**config.mk**
```make
export PLATFORM = sky130hd
export DESIGN_NAME = cal_rtc
export DESIGN_NICKNAME = d
export VERILOG_FILES = /design/src/rtl/cal_rtc_pkg.sv /design/src/rtl/cal_rtc_field.sv /design/src/rtl/cal_rtc_presc.sv /design/src/rtl/cal_rtc_tod.sv /design/src/rtl/cal_rtc_date.sv /design/src/rtl/cal_rtc.sv
export SDC_FILE = /design/constraint.sdc
export NUM_CORES = 1
export LEC_CHECK = 0
export BUFFER_PORTS_ARGS = -buffer_cell sky130_fd_sc_hd__buf_2
export CORE_MARGIN = 1
export CORE_UTILIZATION = 50
export DETAILED_ROUTE_END_ITERATION = 6
export PLACE_DENSITY = 0.71
export SLEW_MARGIN = 25
export SYNTH_ARGS = -nofsm -noshare
export SYNTH_HDL_FRONTEND = slang
export SYNTH_SLANG_ARGS = --single-unit
```
**constraint.sdc**
```tcl
create_clock -name clk_i -period 3.2 [get_ports clk_i]
set_input_delay 0.16 -clock clk_i [delete_from_list [all_inputs] [get_ports clk_i]]
set_output_delay 0.16 -clock clk_i [all_outputs]
set_load 0.05 [all_outputs]
```
**src/rtl/cal_rtc_pkg.sv**
```systemverilog
package cal_rtc_pkg;
  localparam int unsigned SEC_W  = 6;
  localparam int unsigned MIN_W  = 6;
  localparam int unsigned HOUR_W = 5;
  localparam int unsigned DOW_W  = 3;
  localparam int unsigned DATE_W = 5;
  localparam int unsigned MON_W  = 4;
  localparam int unsigned YEAR_W = 7;
  localparam int unsigned DIG_W  = 4;
  localparam int unsigned ADDR_W = 4;
  localparam int unsigned DATA_W = 7;

  typedef enum logic [ADDR_W-1:0] {
    FLD_SEC  = 4'd0,
    FLD_MIN  = 4'd1,
    FLD_HOUR = 4'd2,
    FLD_DOW  = 4'd3,
    FLD_DATE = 4'd4,
    FLD_MON  = 4'd5,
    FLD_YEAR = 4'd6,
    FLD_CEN  = 4'd7,
    FLD_MIL  = 4'd8
  } fld_e;

  // Gregorian: century years use the full century number
  function automatic logic is_leap(input logic [YEAR_W-1:0] yr,
                                   input logic [DIG_W-1:0]  cen,
                                   input logic [DIG_W-1:0]  mil);
    logic [6:0] c;
    c = 7'(mil) * 7'd10 + 7'(cen);
    if (yr != '0) return ((yr & 7'd3) == 7'd0);
    return ((c & 7'd3) == 7'd0);
  endfunction

  function automatic logic [DATE_W-1:0] month_len(input logic [MON_W-1:0] mon,
                                                  input logic leap);
    case (mon)
      4'd2:                      month_len = leap ? 5'd29 : 5'd28;
      4'd4, 4'd6, 4'd9, 4'd11:   month_len = 5'd30;
      default:                   month_len = 5'd31;
    endcase
  endfunction

  // returns {pm, hour}
  function automatic logic [HOUR_W:0] hour_to_disp(input logic [HOUR_W-1:0] h24,
                                                   input logic mode12);
    if (!mode12)       return {1'b0, h24};
    if (h24 == 5'd0)   return {1'b0, 5'd12};
    if (h24 < 5'd12)   return {1'b0, h24};
    if (h24 == 5'd12)  return {1'b1, 5'd12};
    return {1'b1, h24 - 5'd12};
  endfunction

  function automatic logic [HOUR_W-1:0] hour_from_disp(input logic [HOUR_W:0] d,
                                                       input logic mode12);
    logic [HOUR_W-1:0] h;
    h = d[HOUR_W-1:0];
    if (!mode12)     return h;
    if (h == 5'd12)  return d[HOUR_W] ? 5'd12 : 5'd0;
    return d[HOUR_W] ? h + 5'd12 : h;
  endfunction
endpackage

```
**src/rtl/cal_rtc_field.sv**
```systemverilog
module cal_rtc_field #(
  parameter int unsigned   W       = 6,
  parameter logic [W-1:0]  RST_VAL = '0,
  parameter logic [W-1:0]  LOW_VAL = '0
) (
  input  logic         clk_i,
  input  logic         rst_ni,
  input  logic         ld_i,
  input  logic [W-1:0] ld_val_i,
  input  logic         inc_i,
  input  logic         wrap_i,
  output logic [W-1:0] q_o
);
  always_ff @(posedge clk_i or negedge rst_ni) begin
    if (!rst_ni)     q_o <= RST_VAL;
    else if (ld_i)   q_o <= ld_val_i;
    else if (inc_i)  q_o <= wrap_i ? LOW_VAL : q_o + 1'b1;
  end
endmodule

```
**src/rtl/cal_rtc_presc.sv**
```systemverilog
module cal_rtc_presc #(
  parameter int unsigned DIV = 32,
  parameter int unsigned TPS = 1024
) (
  input  logic clk_i,
  input  logic rst_ni,
  input  logic tick_i,
  input  logic clr_i,
  output logic sec_adv_o
);
  localparam int unsigned LO_W = (DIV > 1) ? $clog2(DIV) : 1;
  localparam int unsigned HI_W = (TPS > 1) ? $clog2(TPS) : 1;

  logic ms_tick;

  generate
    if (DIV > 1) begin : g_lo
      logic [LO_W-1:0] lo_q;
      logic            lo_end;
      assign lo_end = (lo_q == LO_W'(DIV - 1));
      always_ff @(posedge clk_i or negedge rst_ni) begin
        if (!rst_ni)      lo_q <= '0;
        else if (clr_i)   lo_q <= '0;
        else if (tick_i)  lo_q <= lo_end ? '0 : lo_q + 1'b1;
      end
      assign ms_tick = tick_i & lo_end;
    end else begin : g_lo_bypass
      assign ms_tick = tick_i;
    end

    if (TPS > 1) begin : g_hi
      logic [HI_W-1:0] hi_q;
      logic            hi_end;
      assign hi_end = (hi_q == HI_W'(TPS - 1));
      always_ff @(posedge clk_i or negedge rst_ni) begin
        if (!rst_ni)       hi_q <= '0;
        else if (clr_i)    hi_q <= '0;
        else if (ms_tick)  hi_q <= hi_end ? '0 : hi_q + 1'b1;
      end
      assign sec_adv_o = ms_tick & hi_end & ~clr_i;
    end else begin : g_hi_bypass
      assign sec_adv_o = ms_tick & ~clr_i;
    end
  endgenerate
endmodule

```
**src/rtl/cal_rtc_tod.sv**
```systemverilog
module cal_rtc_tod
  import cal_rtc_pkg::*;
(
  input  logic              clk_i,
  input  logic              rst_ni,
  input  logic              adv_i,
  input  logic              mode12_i,
  input  logic              wr_en_i,
  input  logic [ADDR_W-1:0] wr_addr_i,
  input  logic [DATA_W-1:0] wr_data_i,
  output logic [SEC_W-1:0]  sec_o,
  output logic [MIN_W-1:0]  min_o,
  output logic [HOUR_W-1:0] hour_o,
  output logic              day_adv_o,
  output logic              sec_stb_o
);
  logic sec_wrap, min_wrap, hour_wrap;
  logic min_inc, hour_inc;
  logic [HOUR_W-1:0] hour_ld;

  assign sec_wrap  = (sec_o  == 6'd59);
  assign min_wrap  = (min_o  == 6'd59);
  assign hour_wrap = (hour_o == 5'd23);
  assign min_inc   = adv_i & sec_wrap;
  assign hour_inc  = min_inc & min_wrap;
  assign day_adv_o = hour_inc & hour_wrap;
  assign hour_ld   = hour_from_disp(wr_data_i[HOUR_W:0], mode12_i);

  cal_rtc_field #(.W(SEC_W)) u_sec (
    .clk_i, .rst_ni,
    .ld_i     (wr_en_i && wr_addr_i == FLD_SEC),
    .ld_val_i (wr_data_i[SEC_W-1:0]),
    .inc_i    (adv_i),
    .wrap_i   (sec_wrap),
    .q_o      (sec_o)
  );

  cal_rtc_field #(.W(MIN_W)) u_min (
    .clk_i, .rst_ni,
    .ld_i     (wr_en_i && wr_addr_i == FLD_MIN),
    .ld_val_i (wr_data_i[MIN_W-1:0]),
    .inc_i    (min_inc),
    .wrap_i   (min_wrap),
    .q_o      (min_o)
  );

  cal_rtc_field #(.W(HOUR_W)) u_hour (
    .clk_i, .rst_ni,
    .ld_i     (wr_en_i && wr_addr_i == FLD_HOUR),
    .ld_val_i (hour_ld),
    .inc_i    (hour_inc),
    .wrap_i   (hour_wrap),
    .q_o      (hour_o)
  );

  always_ff @(posedge clk_i or negedge rst_ni) begin
    if (!rst_ni) sec_stb_o <= 1'b0;
    else         sec_stb_o <= adv_i;
  end
endmodule

```
**src/rtl/cal_rtc_date.sv**
```systemverilog
module cal_rtc_date
  import cal_rtc_pkg::*;
(
  input  logic              clk_i,
  input  logic              rst_ni,
  input  logic              day_adv_i,
  input  logic              wr_en_i,
  input  logic [ADDR_W-1:0] wr_addr_i,
  input  logic [DATA_W-1:0] wr_data_i,
  output logic [DOW_W-1:0]  dow_o,
  output logic [DATE_W-1:0] date_o,
  output logic [MON_W-1:0]  month_o,
  output logic [YEAR_W-1:0] year_o,
  output logic [DIG_W-1:0]  century_o,
  output logic [DIG_W-1:0]  millennium_o
);
  logic leap;
  logic dow_wrap, date_wrap, mon_wrap, yr_wrap, cen_wrap, mil_wrap;
  logic mon_inc, yr_inc, cen_inc, mil_inc;

  assign leap      = is_leap(year_o, century_o, millennium_o);
  assign dow_wrap  = (dow_o >= 3'd7);
  assign date_wrap = (date_o >= month_len(month_o, leap));
  assign mon_wrap  = (month_o >= 4'd12);
  assign yr_wrap   = (year_o >= 7'd99);
  assign cen_wrap  = (century_o >= 4'd9);
  assign mil_wrap  = (millennium_o >= 4'd9);
  assign mon_inc   = day_adv_i & date_wrap;
  assign yr_inc    = mon_inc & mon_wrap;
  assign cen_inc   = yr_inc & yr_wrap;
  assign mil_inc   = cen_inc & cen_wrap;

  cal_rtc_field #(.W(DOW_W), .RST_VAL(3'd1), .LOW_VAL(3'd1)) u_dow (
    .clk_i, .rst_ni,
    .ld_i     (wr_en_i && wr_addr_i == FLD_DOW),
    .ld_val_i (wr_data_i[DOW_W-1:0]),
    .inc_i    (day_adv_i),
    .wrap_i   (dow_wrap),
    .q_o      (dow_o)
  );

  cal_rtc_field #(.W(DATE_W), .RST_VAL(5'd1), .LOW_VAL(5'd1)) u_date (
    .clk_i, .rst_ni,
    .ld_i     (wr_en_i && wr_addr_i == FLD_DATE),
    .ld_val_i (wr_data_i[DATE_W-1:0]),
    .inc_i    (day_adv_i),
    .wrap_i   (date_wrap),
    .q_o      (date_o)
  );

  cal_rtc_field #(.W(MON_W), .RST_VAL(4'd1), .LOW_VAL(4'd1)) u_mon (
    .clk_i, .rst_ni,
    .ld_i     (wr_en_i && wr_addr_i == FLD_MON),
    .ld_val_i (wr_data_i[MON_W-1:0]),
    .inc_i    (mon_inc),
    .wrap_i   (mon_wrap),
    .q_o      (month_o)
  );

  cal_rtc_field #(.W(YEAR_W)) u_year (
    .clk_i, .rst_ni,
    .ld_i     (wr_en_i && wr_addr_i == FLD_YEAR),
    .ld_val_i (wr_data_i[YEAR_W-1:0]),
    .inc_i    (yr_inc),
    .wrap_i   (yr_wrap),
    .q_o      (year_o)
  );

  cal_rtc_field #(.W(DIG_W)) u_cen (
    .clk_i, .rst_ni,
    .ld_i     (wr_en_i && wr_addr_i == FLD_CEN),
    .ld_val_i (wr_data_i[DIG_W-1:0]),
    .inc_i    (cen_inc),
    .wrap_i   (cen_wrap),
    .q_o      (century_o)
  );

  cal_rtc_field #(.W(DIG_W), .RST_VAL(4'd2)) u_mil (
    .clk_i, .rst_ni,
    .ld_i     (wr_en_i && wr_addr_i == FLD_MIL),
    .ld_val_i (wr_data_i[DIG_W-1:0]),
    .inc_i    (mil_inc),
    .wrap_i   (mil_wrap),
    .q_o      (millennium_o)
  );
endmodule

```
**src/rtl/cal_rtc.sv**
```systemverilog
module cal_rtc
  import cal_rtc_pkg::*;
#(
  parameter int unsigned DIV = 32,
  parameter int unsigned TPS = 1024
) (
  input  logic              clk_i,
  input  logic              rst_ni,
  input  logic              tick_i,
  input  logic              mode12_i,
  input  logic              wr_en_i,
  input  logic [ADDR_W-1:0] wr_addr_i,
  input  logic [DATA_W-1:0] wr_data_i,
  output logic [SEC_W-1:0]  sec_o,
  output logic [MIN_W-1:0]  min_o,
  output logic [HOUR_W-1:0] hour_o,
  output logic              pm_o,
  output logic [DOW_W-1:0]  dow_o,
  output logic [DATE_W-1:0] date_o,
  output logic [MON_W-1:0]  month_o,
  output logic [YEAR_W-1:0] year_o,
  output logic [DIG_W-1:0]  century_o,
  output logic [DIG_W-1:0]  millennium_o,
  output logic              sec_stb_o
);
  logic              sec_adv;
  logic              day_adv;
  logic [HOUR_W-1:0] hour24;

  cal_rtc_presc #(.DIV(DIV), .TPS(TPS)) u_presc (
    .clk_i, .rst_ni,
    .tick_i    (tick_i),
    .clr_i     (wr_en_i),
    .sec_adv_o (sec_adv)
  );

  cal_rtc_tod u_tod (
    .clk_i, .rst_ni,
    .adv_i     (sec_adv),
    .mode12_i  (mode12_i),
    .wr_en_i   (wr_en_i),
    .wr_addr_i (wr_addr_i),
    .wr_data_i (wr_data_i),
    .sec_o     (sec_o),
    .min_o     (min_o),
    .hour_o    (hour24),
    .day_adv_o (day_adv),
    .sec_stb_o (sec_stb_o)
  );

  cal_rtc_date u_date (
    .clk_i, .rst_ni,
    .day_adv_i    (day_adv),
    .wr_en_i      (wr_en_i),
    .wr_addr_i    (wr_addr_i),
    .wr_data_i    (wr_data_i),
    .dow_o        (dow_o),
    .date_o       (date_o),
    .month_o      (month_o),
    .year_o       (year_o),
    .century_o    (century_o),
    .millennium_o (millennium_o)
  );

  assign {pm_o, hour_o} = hour_to_disp(hour24, mode12_i);
endmodule

```
==> key figures, run 1 <==
Setup path
  – WP buf/inv: 1
  – R2R Setup Slk: 250 ps
  – Crit path largest cell delay: 500 ps
  – Critical Path RT: 3450 ps
  – Crit end category: flop
  – Critical Path Start Type: flop
  – Slowest-stage cell, CP: dfrtp_1
  – Worst setup path class: flop to flop
  – Arr. time, crit path: 3200 ps
  – Crit path max-delay family: compound AO/OA/AOI/OAI gates
  – Critical Path, Cell by Cell: xor2_1, o21ai_0, o311ai_1, a221o_1, nand2_1, ha_1, nand2b_1, a21o_1, nand4_2, buf_4, or3_1, a31oi_1
  – Worst-path fanout max: 8

Synthesis
  – EDFF count, synth: 0
  – Share of the yosys chip area belonging to registers: 0.358
  – Most used flip-flop cell after synthesis: dfrtp_1
  – Synth area leaders: dfrtp_1, ha_1, nor2_1, nand2_1, nand3_1
  – Synth warn: 0
  – Post-synth top area cell: dfrtp_1
  – Synthesized area: 4210 um^2
  – Register bit total from synthesis: 60
  – Top-area cell type share of the netlist area: 0.333
  – Syn Area/Cell: 8.49 um^2
  – Syn nets: 541
  – FFs w/ async S/R, synth: 1.00
  – Cells after Synth: 496
  – Unique masters post-synth: 66

Floorplan
  – IO Pins: 62
  – # rows: 33
  – Die H: 93.8 um
  – Initial core utilization: 0.515
  – Die Area: 8790 um^2
  – Die width: 93.8 um
  – Core area: 8180 um^2

Pwr
  – Peak VDD IR: 0.000405 V
  – PwrDens: 595 nW/um^2
  – Leakage: 2.17 nW

Clock tree
  – H-Tree Depth: 3
  – Clk buf depth: 2
  – Clk pin slew, worst setup/hold paths: 60 ps
  – TritonCTS Buffers: 9
  – # clock sinks: 60
  – Clock Latency Late Sink: 340 ps
  – # Post-CTS Setup Buffers: 0
  – CTS tree: yes
  – CTS root buffer: clkbuf_8

Timing
  – Peak Freq: 0.339 GHz
  – Final hold violation count: 0
  – Min cycle time layout: 2950 ps
  – Setup total negative slack: 0 ps
  – RSZ-0062 raised after global routing: no
  – Setup-failing EPs final: 0
  – Fin. max-slew vios: 0
  – Final period util: 0.922
  – Skew final: 8.11 ps
  – Max_slew headroom: 0.576
  – Worst-margin pin slew: 635 ps

Detailed routing
  – Post-route DRC: 0
  – WL per Instance: 16.2 um
  – WL met3: 601 um
  – Max Used Layer: met4
  – WL final: 10800 um
  – ANT nets after route: 0
  – DRT iter0 DRCs: 320
  – Wl on met1: 4990 um
  – Number of detailed-route iterations in the first pass: 5
  – Metal2 WL: 5080 um
  – Vias: 3945
  – Drt via density: 5.92

Place
  – Cell count after placement: 650
  – Post-DP HPWL: 7930 um
  – Final Wtd Congestion: 0.896
  – IO Port Bufs: 61

Cells and area
  – Layout net count: 602
  – Fraction of layout instances using a drive strength above 1: 0.176
  – Layout Cells excl Fill: 666
  – N_diodes: 0
  – Area added between synthesis and finish: 13.9%

Global route
  – Number of antenna violations at the first check in global routing: 0
  – GRT overflow: 0
  – First-pass GRT wire length: 17800 um
  – GRT Util Overall: 0.260
  – Vias in the first global route: 3738
  – Largest net degree at the start of global routing: 41

Outcome
  – Outcome: finished, final reports clean

Run
  – Max Cap Viol: 0

Worst hold path
  – Hold Path Class: primary input to flop
## report_power, final
| group | switching, mW | leakage [nW] | internal (mW) |
|---|---|---|---|
| registers | 0.190 | 0.737 | 0.888 |
| logic | 0.832 | 1.35 | 0.336 |
| clock network | 0.294 | 0.0893 | 0.317 |
## sequential cells by signal, indices dropped and copies added, names as in the netlist, 3 cells and up
name and flops:
u_date.u_cen.q_o 4, u_date.u_date.q_o 5, u_date.u_dow.q_o 3, u_date.u_mil.q_o 4
u_date.u_mon.q_o 4, u_date.u_year.q_o 7, u_presc.g_hi.hi_q 10, u_presc.g_lo.lo_q 5
u_tod.u_hour.q_o 5, u_tod.u_min.q_o 6, u_tod.u_sec.q_o 6
## path summary, 6_finish.rpt
kind | endpoint | start | cells after the start
worst max-delay path | u_date.u_year.q_o[5]$_DFFE_PN0P_ | u_date.u_mil.q_o[0]$_DFFE_PN0P_ | 12
worst min-delay path | u_date.u_year.q_o[6]$_DFFE_PN0P_ | wr_data_i[6] | 3
worst max register to register | u_date.u_year.q_o[5]$_DFFE_PN0P_ | u_date.u_mil.q_o[0]$_DFFE_PN0P_ | 12
worst min register to register | u_date.u_dow.q_o[0]$_DFFE_PN1P_ | u_date.u_dow.q_o[0]$_DFFE_PN1P_ | 2
max in group asynchronous | u_date.u_dow.q_o[0]$_DFFE_PN1P_ | rst_ni | 3
min in group asynchronous | u_date.u_year.q_o[1]$_DFFE_PN0P_ | rst_ni | 2
## logic make-up (layout without fill, tap and decap cells)
group | after synthesis | count (layout) | share of synthesized area
simple gates | 221 | 221 | 0.286
compound gates | 122 | 122 | 0.189
xor+xnor | 5 | 5 | 0.0104
fa+ha+maj | 29 | 29 | 0.0862
flops | 60 | 60 | 0.358
mux | 10 | 10 | 0.0241
buf+inv | 49 | 114 | 0.0472
## placed cells by master (no fill, tap or decap), types with 3 or more instances in the layout
cell type | Yosys | layout
and3_1 | 13 | 13
buf_2 | 3 | 61
nor2b_1 | 12 | 12
o21ai_0 | 29 | 29
clkbuf_8 | 0 | 11
nand4_2 | 3 | 3
or4_1 | 4 | 4
nand4_1 | 14 | 14
a21boi_0 | 3 | 3
o211ai_1 | 15 | 15
nand2b_1 | 5 | 5
nand3_1 | 29 | 29
a21oi_1 | 18 | 18
a31oi_1 | 21 | 21
o31ai_1 | 11 | 11
mux2i_1 | 9 | 9
dfstp_2 | 4 | 4
ha_1 | 29 | 29
nor2_1 | 50 | 50
xnor2_1 | 3 | 3
nor3_1 | 5 | 4
buf_4 | 1 | 7
and2_1 | 11 | 11
inv_1 | 30 | 30
a32oi_1 | 3 | 3
or3_1 | 6 | 6
nand2_1 | 46 | 46
dfrtp_1 | 56 | 56
## Yosys cell counts, types with 6 or more instances
cell type,count
a21oi_1,18
a31oi_1,21
and2_1,11
and3_1,13
clkbuf_1,12
dfrtp_1,56
ha_1,29
inv_1,30
mux2i_1,9
nand2_1,46
nand3_1,29
nand4_1,14
nor2_1,50
nor2b_1,12
o211ai_1,15
o21ai_0,29
o31ai_1,11
or3_1,6
## timing repair
item	4_1_cts	5_1_grt
hold buffers	1	0
hold endpoints to repair	18	0
endpoints found under the setup margin	0	11
resized for setup	0	2
## layer usage
layer / vias to the layer above / GRT usage
met5: - / 0
met4: 0 / 0.101
met3: 11 / 0.0542
met2: 116 / 0.414
met1: 1881 / 0.345
li1: 1937 / -
## through the flow
stage,power [mW],setup slack (ps),util,cell area [um^2],hold slack (ps)
finish,2.86,250,0.587,4800,33.3
global placement,2.23,323,0.564,4610,156
CTS,2.86,162,0.586,4790,25.0
detailed placement,2.25,189,0.564,4610,151
global route,3.03,1.25,0.587,4800,67.5
floorplan,1.94,261,-,4210,-136
## worst min-delay path, cell delays in order
cell     delay [ps]
buf_2            70
nand2_1          40
o21ai_1          60
## cell type report
cell class / count / area, um^2
inverter: 30 / 113
tap: 105 / 131
multi-input combinational: 387 / 2510
clock inverter: 2 / 10.0
sequential: 60 / 1510
fill: 760 / 3380
timing repair buffer: 69 / 368
clock buffer: 13 / 159
(Power assumes the default switching activity.)
==> run 2: changes to the inputs <==
--- a/config.mk
+++ b/config.mk
@@ -7,9 +7,8 @@
 export LEC_CHECK = 0
 export BUFFER_PORTS_ARGS = -buffer_cell sky130_fd_sc_hd__buf_2
 export CORE_MARGIN = 1
-export CORE_UTILIZATION = 50
+export CORE_UTILIZATION = 40
 export DETAILED_ROUTE_END_ITERATION = 6
-export PLACE_DENSITY = 0.71
 export SLEW_MARGIN = 25
 export SYNTH_ARGS = -nofsm -noshare
 export SYNTH_HDL_FRONTEND = slang
==> run 2 against run 1 <==
Register-to-register slack barely moved; sequential share of layout area fell by 0.35 points; hold slack improved by 16 ps; critical endpoint is now u_date.u_year.q_o[2]$_DFFE_PN0P_; clock-buffer cell count rose by 2; sequential power barely moved; worst setup slack improved by 4.1 ps; largest power group unchanged; highest routed layer is now met5; critical path type unchanged; combinational power barely moved; critical path depth fell by 1.
==> key figures, run 2 (synthesis results as in run 1) <==
Clock tree
  – CTS tree: yes
  – TritonCTS Buffers: 9
  – Clk pin slew, worst setup/hold paths: 70 ps
  – H-Tree Depth: 3
  – # Post-CTS Setup Buffers: 0
  – CTS root buffer: clkbuf_8
  – Clk buf depth: 2
  – # clock sinks: 60
  – Clock Latency Late Sink: 340 ps

Setup path
  – Critical Path Start Type: flop
  – Critical Path RT: 3460 ps
  – Arr. time, crit path: 3210 ps
  – Worst setup path class: flop to flop
  – Crit path max-delay family: simple AND/OR/NAND/NOR gates
  – WP buf/inv: 0
  – Slowest-stage cell, CP: or4b_1
  – Critical Path, Cell by Cell: nor3_1, o21ai_0, o311ai_1, a221o_1, nand2_1, ha_1, nand2b_1, a21o_1, nand4_2, or4b_1, a31oi_1
  – Worst-path fanout max: 7
  – Crit end category: flop
  – Crit path largest cell delay: 520 ps

Place
  – Post-DP HPWL: 8340 um
  – Final Wtd Congestion: 0.864
  – IO Port Bufs: 61

Detailed routing
  – Vias: 4011
  – WL final: 11500 um
  – Number of detailed-route iterations in the first pass: 5
  – Drt via density: 5.74
  – ANT nets after route: 0
  – Post-route DRC: 0
  – DRT iter0 DRCs: 219
  – WL per Instance: 16.4 um

Global route
  – GRT Util Overall: 0.217
  – Vias in the first global route: 3847
  – Largest net degree at the start of global routing: 41
  – First-pass GRT wire length: 19000 um
  – Number of antenna violations at the first check in global routing: 1
  – GRT overflow: 0

Cells and area
  – Multi-input combinational cell area: 2510 um^2
  – N_diodes: 0
  – Fraction of layout instances using a drive strength above 1: 0.176
  – Regs by FF count: u_presc.g_hi.hi_q x10, u_date.u_year.q_o x7
  – Most frequent cells in the layout: buf_2, dfrtp_1, nor2_1
  – FILL cells: 1030
  – Layout net count: 603
  – Max reg flops: 10
  – Sequential cell area: 1510 um^2
  – Area added between synthesis and finish: 15.2%
  – Commonest non-fill, non-tap cell in the layout: buf_2
  – Most flops, register: u_presc.g_hi.hi_q

Pwr
  – Switching Fraction: 0.459
  – Clock share of power: 0.222
  – Overall power: 2.91 mW
  – Seq pwr share: 0.370
  – Peak VDD IR: 0.000332 V
  – Comb pwr share: 0.408
  – PwrDens: 599 nW/um^2
  – Leakage: 2.18 nW
  – Internal power: 1.57 mW
  – Switching Power: 1.33 mW

Outcome
  – Outcome: finished, final reports clean

Floorplan
  – Die H: 105 um
  – Initial core utilization: 0.410
  – # rows: 37
  – Die width: 105 um
  – Die Area: 10900 um^2
  – IO Pins: 62
  – Core area: 10300 um^2

Timing
  – Setup-failing EPs final: 0
  – Max_slew headroom: 0.501
  – Final period util: 0.920
  – Fin. max-slew vios: 0
  – Setup total negative slack: 0 ps
  – Skew final: 9.45 ps
  – Min cycle time layout: 2950 ps
  – Peak Freq: 0.340 GHz
  – Final hold violation count: 0
  – Worst-margin pin slew: 747 ps
  – RSZ-0062 raised after global routing: no

Worst hold path
  – Hold Path Class: primary input to flop

Run
  – Max Cap Viol: 0
==> run 2: changes by cell type in the layout (fill, tap and decap cells not counted) <==
cell,delta
nor3_1,+1
clkbuf_1,+1
clkinv_2,-1
and2_1,+1
and2_0,-1
nor3_2,-1
clkbuf_8,+1
buf_4,+1
==> run 2: power groups by stage <==
| stage | combinational [mW] | sequential (mW) | clock [mW] |
|---|---|---|---|
| 2_1_floorplan | 0.533 | 1.40 | 0 |
| 3_5_place_dp | 1.18 | 1.08 | 0 |
| 3_3_place_gp | 1.17 | 1.08 | 0 |
| 4_1_cts | 1.19 | 1.07 | 0.664 |
| 6_report | 1.19 | 1.07 | 0.645 |
| 5_1_grt | 1.29 | 1.10 | 0.690 |
==> run 2: final timing paths <==
kind / from / end / slack (ps) / depth (start not counted)
min in group asynchronous: rst_ni / u_date.u_year.q_o[3]$_DFFE_PN0P_ / 330 / 2
worst min-delay path: wr_data_i[6] / u_date.u_year.q_o[6]$_DFFE_PN0P_ / 50 / 3
worst max register to register: u_date.u_year.q_o[2]$_DFFE_PN0P_ / u_date.u_year.q_o[2]$_DFFE_PN0P_ / 250 / 11
worst max-delay path: u_date.u_year.q_o[2]$_DFFE_PN0P_ / u_date.u_year.q_o[2]$_DFFE_PN0P_ / 250 / 11
worst min register to register: u_date.u_dow.q_o[0]$_DFFE_PN1P_ / u_date.u_dow.q_o[0]$_DFFE_PN1P_ / 510 / 2
max in group asynchronous: rst_ni / u_date.u_dow.q_o[0]$_DFFE_PN1P_ / 1950 / 3
==> run 2: worst reg2reg max path, delay by kind of cell, from the launching register on <==
kind	cells	cell delay (ps)
adder cells (fa/ha/maj)	1	270
AO/OA/AOI/OAI	5	1040
AND/OR/NAND/NOR	5	1120
flip-flops	1	430
==> run 2: area by class of cell <==
type,instances,share of cell area
flip-flops and latches,60,0.310
clock inverters,1,0.00103
well taps,136,0.0351
repair buffers,70,0.0774
clock buffers,15,0.0364
inverters,30,0.0232
multi-input cells,387,0.517
==> run 2: metal layers <==
metal / vias to the layer above / GRT usage / part of all wire
li1: 1940 / - / -
met1: 1938 / 0.286 / 0.47
met5: - / 0 / 0.00096
met3: 17 / 0.0474 / 0.050
met4: 2 / 0.0604 / 0.014
met2: 114 / 0.357 / 0.47
==> run 2: timing repair <==
item	in CTS	in global routing
endpoints found under the hold margin	18	0
gates resized for setup	0	2
hold buffers	1	0
endpoints found under the setup margin	0	11
==> run 2: metrics by stage <==
step | utilization | cell area, um^2 | hold slack (ps) | std cells | worst slack (ps)
floorplan | - | 4210 | -136 | 496 | 261
global placement | 0.453 | 4660 | 161 | 682 | 317
detailed placement | 0.453 | 4660 | 161 | 682 | 232
CTS | 0.472 | 4850 | 43.7 | 699 | 206
global route | 0.472 | 4850 | 63.7 | 699 | 1.78
finish | 0.472 | 4850 | 48.8 | 699 | 255
